**src/rtl/gpio_pkg.sv**
```systemverilog
package gpio_pkg;
  typedef enum logic [1:0] {
    SEL_PINS  = 2'd0,
    SEL_LATCH = 2'd1,
    SEL_DIR   = 2'd2,
    SEL_NONE  = 2'd3
  } reg_sel_e;

  localparam int unsigned SYNC_STAGES = 2;
endpackage

```
**src/rtl/gpio_sync.sv**
```systemverilog
module gpio_sync #(
  parameter int unsigned W      = 8,
  parameter int unsigned STAGES = 2
) (
  input  logic         clk,
  input  logic         rst_n,
  input  logic [W-1:0] d,
  output logic [W-1:0] q
);
  logic [W-1:0] stg [STAGES];

  generate
    for (genvar s = 0; s < STAGES; s++) begin : g_stage
      if (s == 0) begin : g_first
        always_ff @(posedge clk or negedge rst_n) begin
          if (!rst_n) stg[0] <= '0;
          else        stg[0] <= d;
        end
      end else begin : g_next
        always_ff @(posedge clk or negedge rst_n) begin
          if (!rst_n) stg[s] <= '0;
          else        stg[s] <= stg[s-1];
        end
      end
    end
  endgenerate

  assign q = stg[STAGES-1];
endmodule

```
**src/rtl/gpio_regs.sv**
```systemverilog
module gpio_regs
  import gpio_pkg::*;
#(
  parameter int unsigned W = 8
) (
  input  logic         clk,
  input  logic         rst_n,
  input  reg_sel_e     sel,
  input  logic         wr,
  input  logic [W-1:0] wdata,
  output logic [W-1:0] lat_q,
  output logic [W-1:0] dir_q
);
  logic lat_we, dir_we;

  always_comb begin
    lat_we = 1'b0;
    dir_we = 1'b0;
    if (wr) begin
      unique case (sel)
        SEL_PINS, SEL_LATCH: lat_we = 1'b1;
        SEL_DIR:             dir_we = 1'b1;
        default:             ;
      endcase
    end
  end

  always_ff @(posedge clk or negedge rst_n) begin
    if (!rst_n) begin
      lat_q <= '0;
      dir_q <= '1;
    end else begin
      if (lat_we) lat_q <= wdata;
      if (dir_we) dir_q <= wdata;
    end
  end
endmodule

```
**src/rtl/gpio_pin_mux.sv**
```systemverilog
module gpio_pin_mux (
  input  logic lat_bit,
  input  logic dir_bit,
  input  logic psel,
  input  logic poe,
  input  logic pdout,
  output logic pout,
  output logic poe_out
);
  always_comb begin
    if (psel) begin
      pout    = pdout;
      poe_out = poe;
    end else begin
      pout    = lat_bit;
      poe_out = ~dir_bit;
    end
  end
endmodule

```
**src/rtl/gpio_port_ovr.sv**
```systemverilog
module gpio_port_ovr
  import gpio_pkg::*;
#(
  parameter int unsigned W = 8
) (
  input  logic         clk,
  input  logic         rst_n,
  input  logic [1:0]   reg_addr,
  input  logic         reg_wr,
  input  logic [W-1:0] reg_wdata,
  output logic [W-1:0] reg_rdata,
  input  logic [W-1:0] periph_sel,
  input  logic [W-1:0] periph_oe,
  input  logic [W-1:0] periph_dout,
  output logic [W-1:0] periph_din,
  input  logic [W-1:0] pad_in,
  output logic [W-1:0] pad_out,
  output logic [W-1:0] pad_oe
);
  reg_sel_e     sel;
  logic [W-1:0] lat_q, dir_q, pins_q;

  assign sel = reg_sel_e'(reg_addr);

  gpio_regs #(.W(W)) u_regs (
    .clk   (clk),
    .rst_n (rst_n),
    .sel   (sel),
    .wr    (reg_wr),
    .wdata (reg_wdata),
    .lat_q (lat_q),
    .dir_q (dir_q)
  );

  gpio_sync #(.W(W), .STAGES(SYNC_STAGES)) u_sync (
    .clk   (clk),
    .rst_n (rst_n),
    .d     (pad_in),
    .q     (pins_q)
  );

  assign periph_din = pins_q;

  generate
    for (genvar i = 0; i < W; i++) begin : g_pin
      gpio_pin_mux u_mux (
        .lat_bit (lat_q[i]),
        .dir_bit (dir_q[i]),
        .psel    (periph_sel[i]),
        .poe     (periph_oe[i]),
        .pdout   (periph_dout[i]),
        .pout    (pad_out[i]),
        .poe_out (pad_oe[i])
      );
    end
  endgenerate

  always_comb begin
    unique case (sel)
      SEL_PINS:  reg_rdata = pins_q;
      SEL_LATCH: reg_rdata = lat_q;
      SEL_DIR:   reg_rdata = dir_q;
      default:   reg_rdata = '0;
    endcase
  end
endmodule

```
**config.mk**
```make
export PLATFORM = sky130hd
export DESIGN_NAME = gpio_port_ovr
export DESIGN_NICKNAME = d
export VERILOG_FILES = /design/src/rtl/gpio_pkg.sv /design/src/rtl/gpio_sync.sv /design/src/rtl/gpio_regs.sv /design/src/rtl/gpio_pin_mux.sv /design/src/rtl/gpio_port_ovr.sv
export SDC_FILE = /design/constraint.sdc
export NUM_CORES = 1
export LEC_CHECK = 0
export CORE_MARGIN = 4
export CORE_UTILIZATION = 39
export CTS_BUF_LIST = sky130_fd_sc_hd__clkbuf_16
export CTS_CLUSTER_SIZE = 30
export DETAILED_ROUTE_END_ITERATION = 10
export HOLD_SLACK_MARGIN = 0.15
export PLACE_DENSITY = 0.79
export SYNTH_ARGS = -nofsm -noshare
export SYNTH_HDL_FRONTEND = slang
export SYNTH_HIERARCHICAL = 1
export SYNTH_SLANG_ARGS = --single-unit
```
**constraint.sdc**
```tcl
create_clock -name clk -period 1.1 [get_ports clk]
set_input_delay 0.22 -clock clk [delete_from_list [all_inputs] [get_ports clk]]
set_output_delay 0.22 -clock clk [all_outputs]
set_load 0.01 [all_outputs]
```
==> run summary <==
Finished Core Util = 77.3%
WL/cell = 18.3 um
Clk Latency, worst-skew pair = 0.27 ns
Iter 0 DRT Violations = 41
Power Density = 1480 nW/um^2
largest net degree at the start of global routing = 33
critical path arrival = 1.22 ns
Avg Inst Size Synth = 14.6 sq um
vias in the first global route = 1474
CTS Hold Buffers Added = 0
Max FO, Critical Path = 2
Placed Cells incl. Taps = 237
drt first pass iters = 4
Yosys warning count = 6
Worst-path clk slew = 0.05 ns
setup ws final = -0.342 ns
Die Ht = 70.2 um
max_cap viols = 0
Area Growth Syn to Fin = 89.3%
Core Area = 3690 sq um
max-slew violation count = 0
drt drc = 0
slew at the pin with the worst max-slew slack = 0.292 ns
total of fill cells in the finished design = 231
Final Power = 4.22 mW
period utilisation layout = 131%
# setup viols final = 30
ratio of cells with drive above 1 in the final layout = 59.8%
final hold vios = 0
status = finished with violations
Seq/Total Area, Yosys = 53.8%
Synth Register Bits = 32
Synth Cell Area = 1510 sq um
Max-slew headroom = 80.1%
first-pass GRT wire length = 7540 um
die area = 4920 sq um
via count = 1293
via/cell ratio = 4.84
worst setup path class = flop to primary output
Die X = 70.2 um
CTS tree = done
Inserted Clock Buffers = 5
HP Class = primary input to async pin
initial core utilization = 40.8%
maximum clock frequency = 693 MHz
H-tree levels = 2
DP HPWL = 2910 um
Max clock buf depth = 2
CP Capture Type = primary output
antenna violations before repair = 0
Leak = 1.35 nW
syn nets = 148
violated checks = negative setup slack
final cell count without fillers = 267
number of nets in the layout = 263
Site Rows = 22
clock root cell = clkbuf_16
gr usage total = 20.2%
Sink Count = 32
GRT overflow = 0
unrepaired setup endpoints after global routing = true
n_diodes = 0
CP required = 0.88 ns
Gate Count Post-Synth = 103
Routed Wire Length = 4880 um
Tmin final = 1.44 ns
Peak VDD IR = 1.14 mV
Post-DRT Antenna Nets = 0
synth unique cells = 13
clk_skew = 0.00208 ns
crit start category = flop
Placer Congestion = 0.752
port bufs = 76
I/O pins = 77
Total Neg Setup Slack = -5.57 ns
==> worst max-delay path: stages (launching register included) <==
cell and delay, ns:
dfstp_2 0.55, mux2i_2 0.11, o2bb2ai_4 0.17, buf_6 0.12
==> layout make-up <==
cell class | instances | area [sq um] | share of cell area, %
Tap cell | 48 | 60.1 | 2.11
Sequential cell | 32 | 811 | 28.4
Clock inverter | 3 | 37.5 | 1.32
Timing Repair Buffer | 120 | 1130 | 39.7
Multi-Input combinational cell | 59 | 687 | 24.1
Clock buffer | 5 | 125 | 4.39
==> repair_timing <==
item / CTS / global route
endpoints found under the setup margin: 48 / 42
gates resized for setup: 198 / 16
setup buffers: 25 / 3
pin swaps: 13 / 3
==> power by group <==
group          switching (mW)  internal (mW)
Combinational           0.450          0.784
Sequential             0.0974           1.35
Clock                   0.487           1.05
Total                    1.03           3.19
==> path summary, 6_finish.rpt <==
path	start	to	slack (ns)	cells past startpoint
max in group asynchronous	rst_n	u_regs/dir_q[7]$_DFFE_PN1P_	0.52	2
setup / recovery	u_regs/dir_q[0]$_DFFE_PN1P_	reg_rdata[0]	-0.34	3
setup reg to reg	u_regs/lat_q[7]$_DFFE_PN0P_	u_regs/lat_q[7]$_DFFE_PN0P_	0.09	3
hold / removal	rst_n	u_sync/q[7]$_DFF_PN0_	0.33	2
hold reg to reg	u_sync/stg[12]$_DFF_PN0_	u_sync/q[4]$_DFF_PN0_	0.35	0
min in group clk	u_sync/stg[12]$_DFF_PN0_	u_sync/q[4]$_DFF_PN0_	0.35	0
==> cell usage after synthesis <==
cell type	number	area, sq um
dfrtp_1	24	601
mux2_4	16	240
buf_4	8	60.1
dfstp_2	8	210
mux2_2	8	90.1
mux2i_1	8	80.1
nand2_1	8	30.0
o21ai_0	8	40.0
o2bb2ai_1	8	70.1
buf_6	4	45.0
nand2b_1	1	6.26
nand3b_4	1	20.0
nor2b_4	1	13.8
==> registers in the layout, indices dropped and copies added (netlist names) <==
signal,flops
u_regs/lat_q,8
u_sync/q,8
u_sync/stg,8
u_regs/dir_q,8
==> metal layers <==
layer | vias to the layer above | global-route usage (%) | wire [um]
met1 | 638 | 21.5 | 1790
met2 | 59 | 37.1 | 2750
met3 | 6 | 6.76 | 294
met4 | 0 | 6.81 | 43
li1 | 590 | - | -
met5 | - | 0 | 0
==> per-stage QoR <==
stage | hold WS [ns] | instance area (sq um) | worst slack, ns
after floorplan | -0.0756 | 1510 | 0.0836
after global placement | 0.332 | 2410 | -0.942
after detailed placement | 0.335 | 2410 | -0.939
after CTS | 0.319 | 2820 | -0.280
after global routing | 0.347 | 2850 | -0.369
final | 0.326 | 2850 | -0.342
==> cell usage in the layout, fill, tap and decap left out, types with 5 or more instances in the layout <==
cell type	n
buf_2	14
buf_4	21
buf_6	40
clkbuf_16	5
clkdlybuf4s50_1	33
dfrtp_1	24
dfstp_2	8
dlygate4sd2_1	10
mux2_2	8
mux2_4	16
nand2_1	8
o21ai_2	5
o2bb2ai_1	5
==> kinds of logic (layout without fill, tap and decap cells) <==
kind of cell	count (synthesis)	count (layout)	synth area share, %
buffers and inverters	12	128	6.98
DFF	32	32	53.8
and+or+nand+nor	11	11	4.65
AOI/OAI and AO/OA	16	16	7.31
muxes	32	32	27.2
No activity file was read; power rests on OpenSTA's default activity.
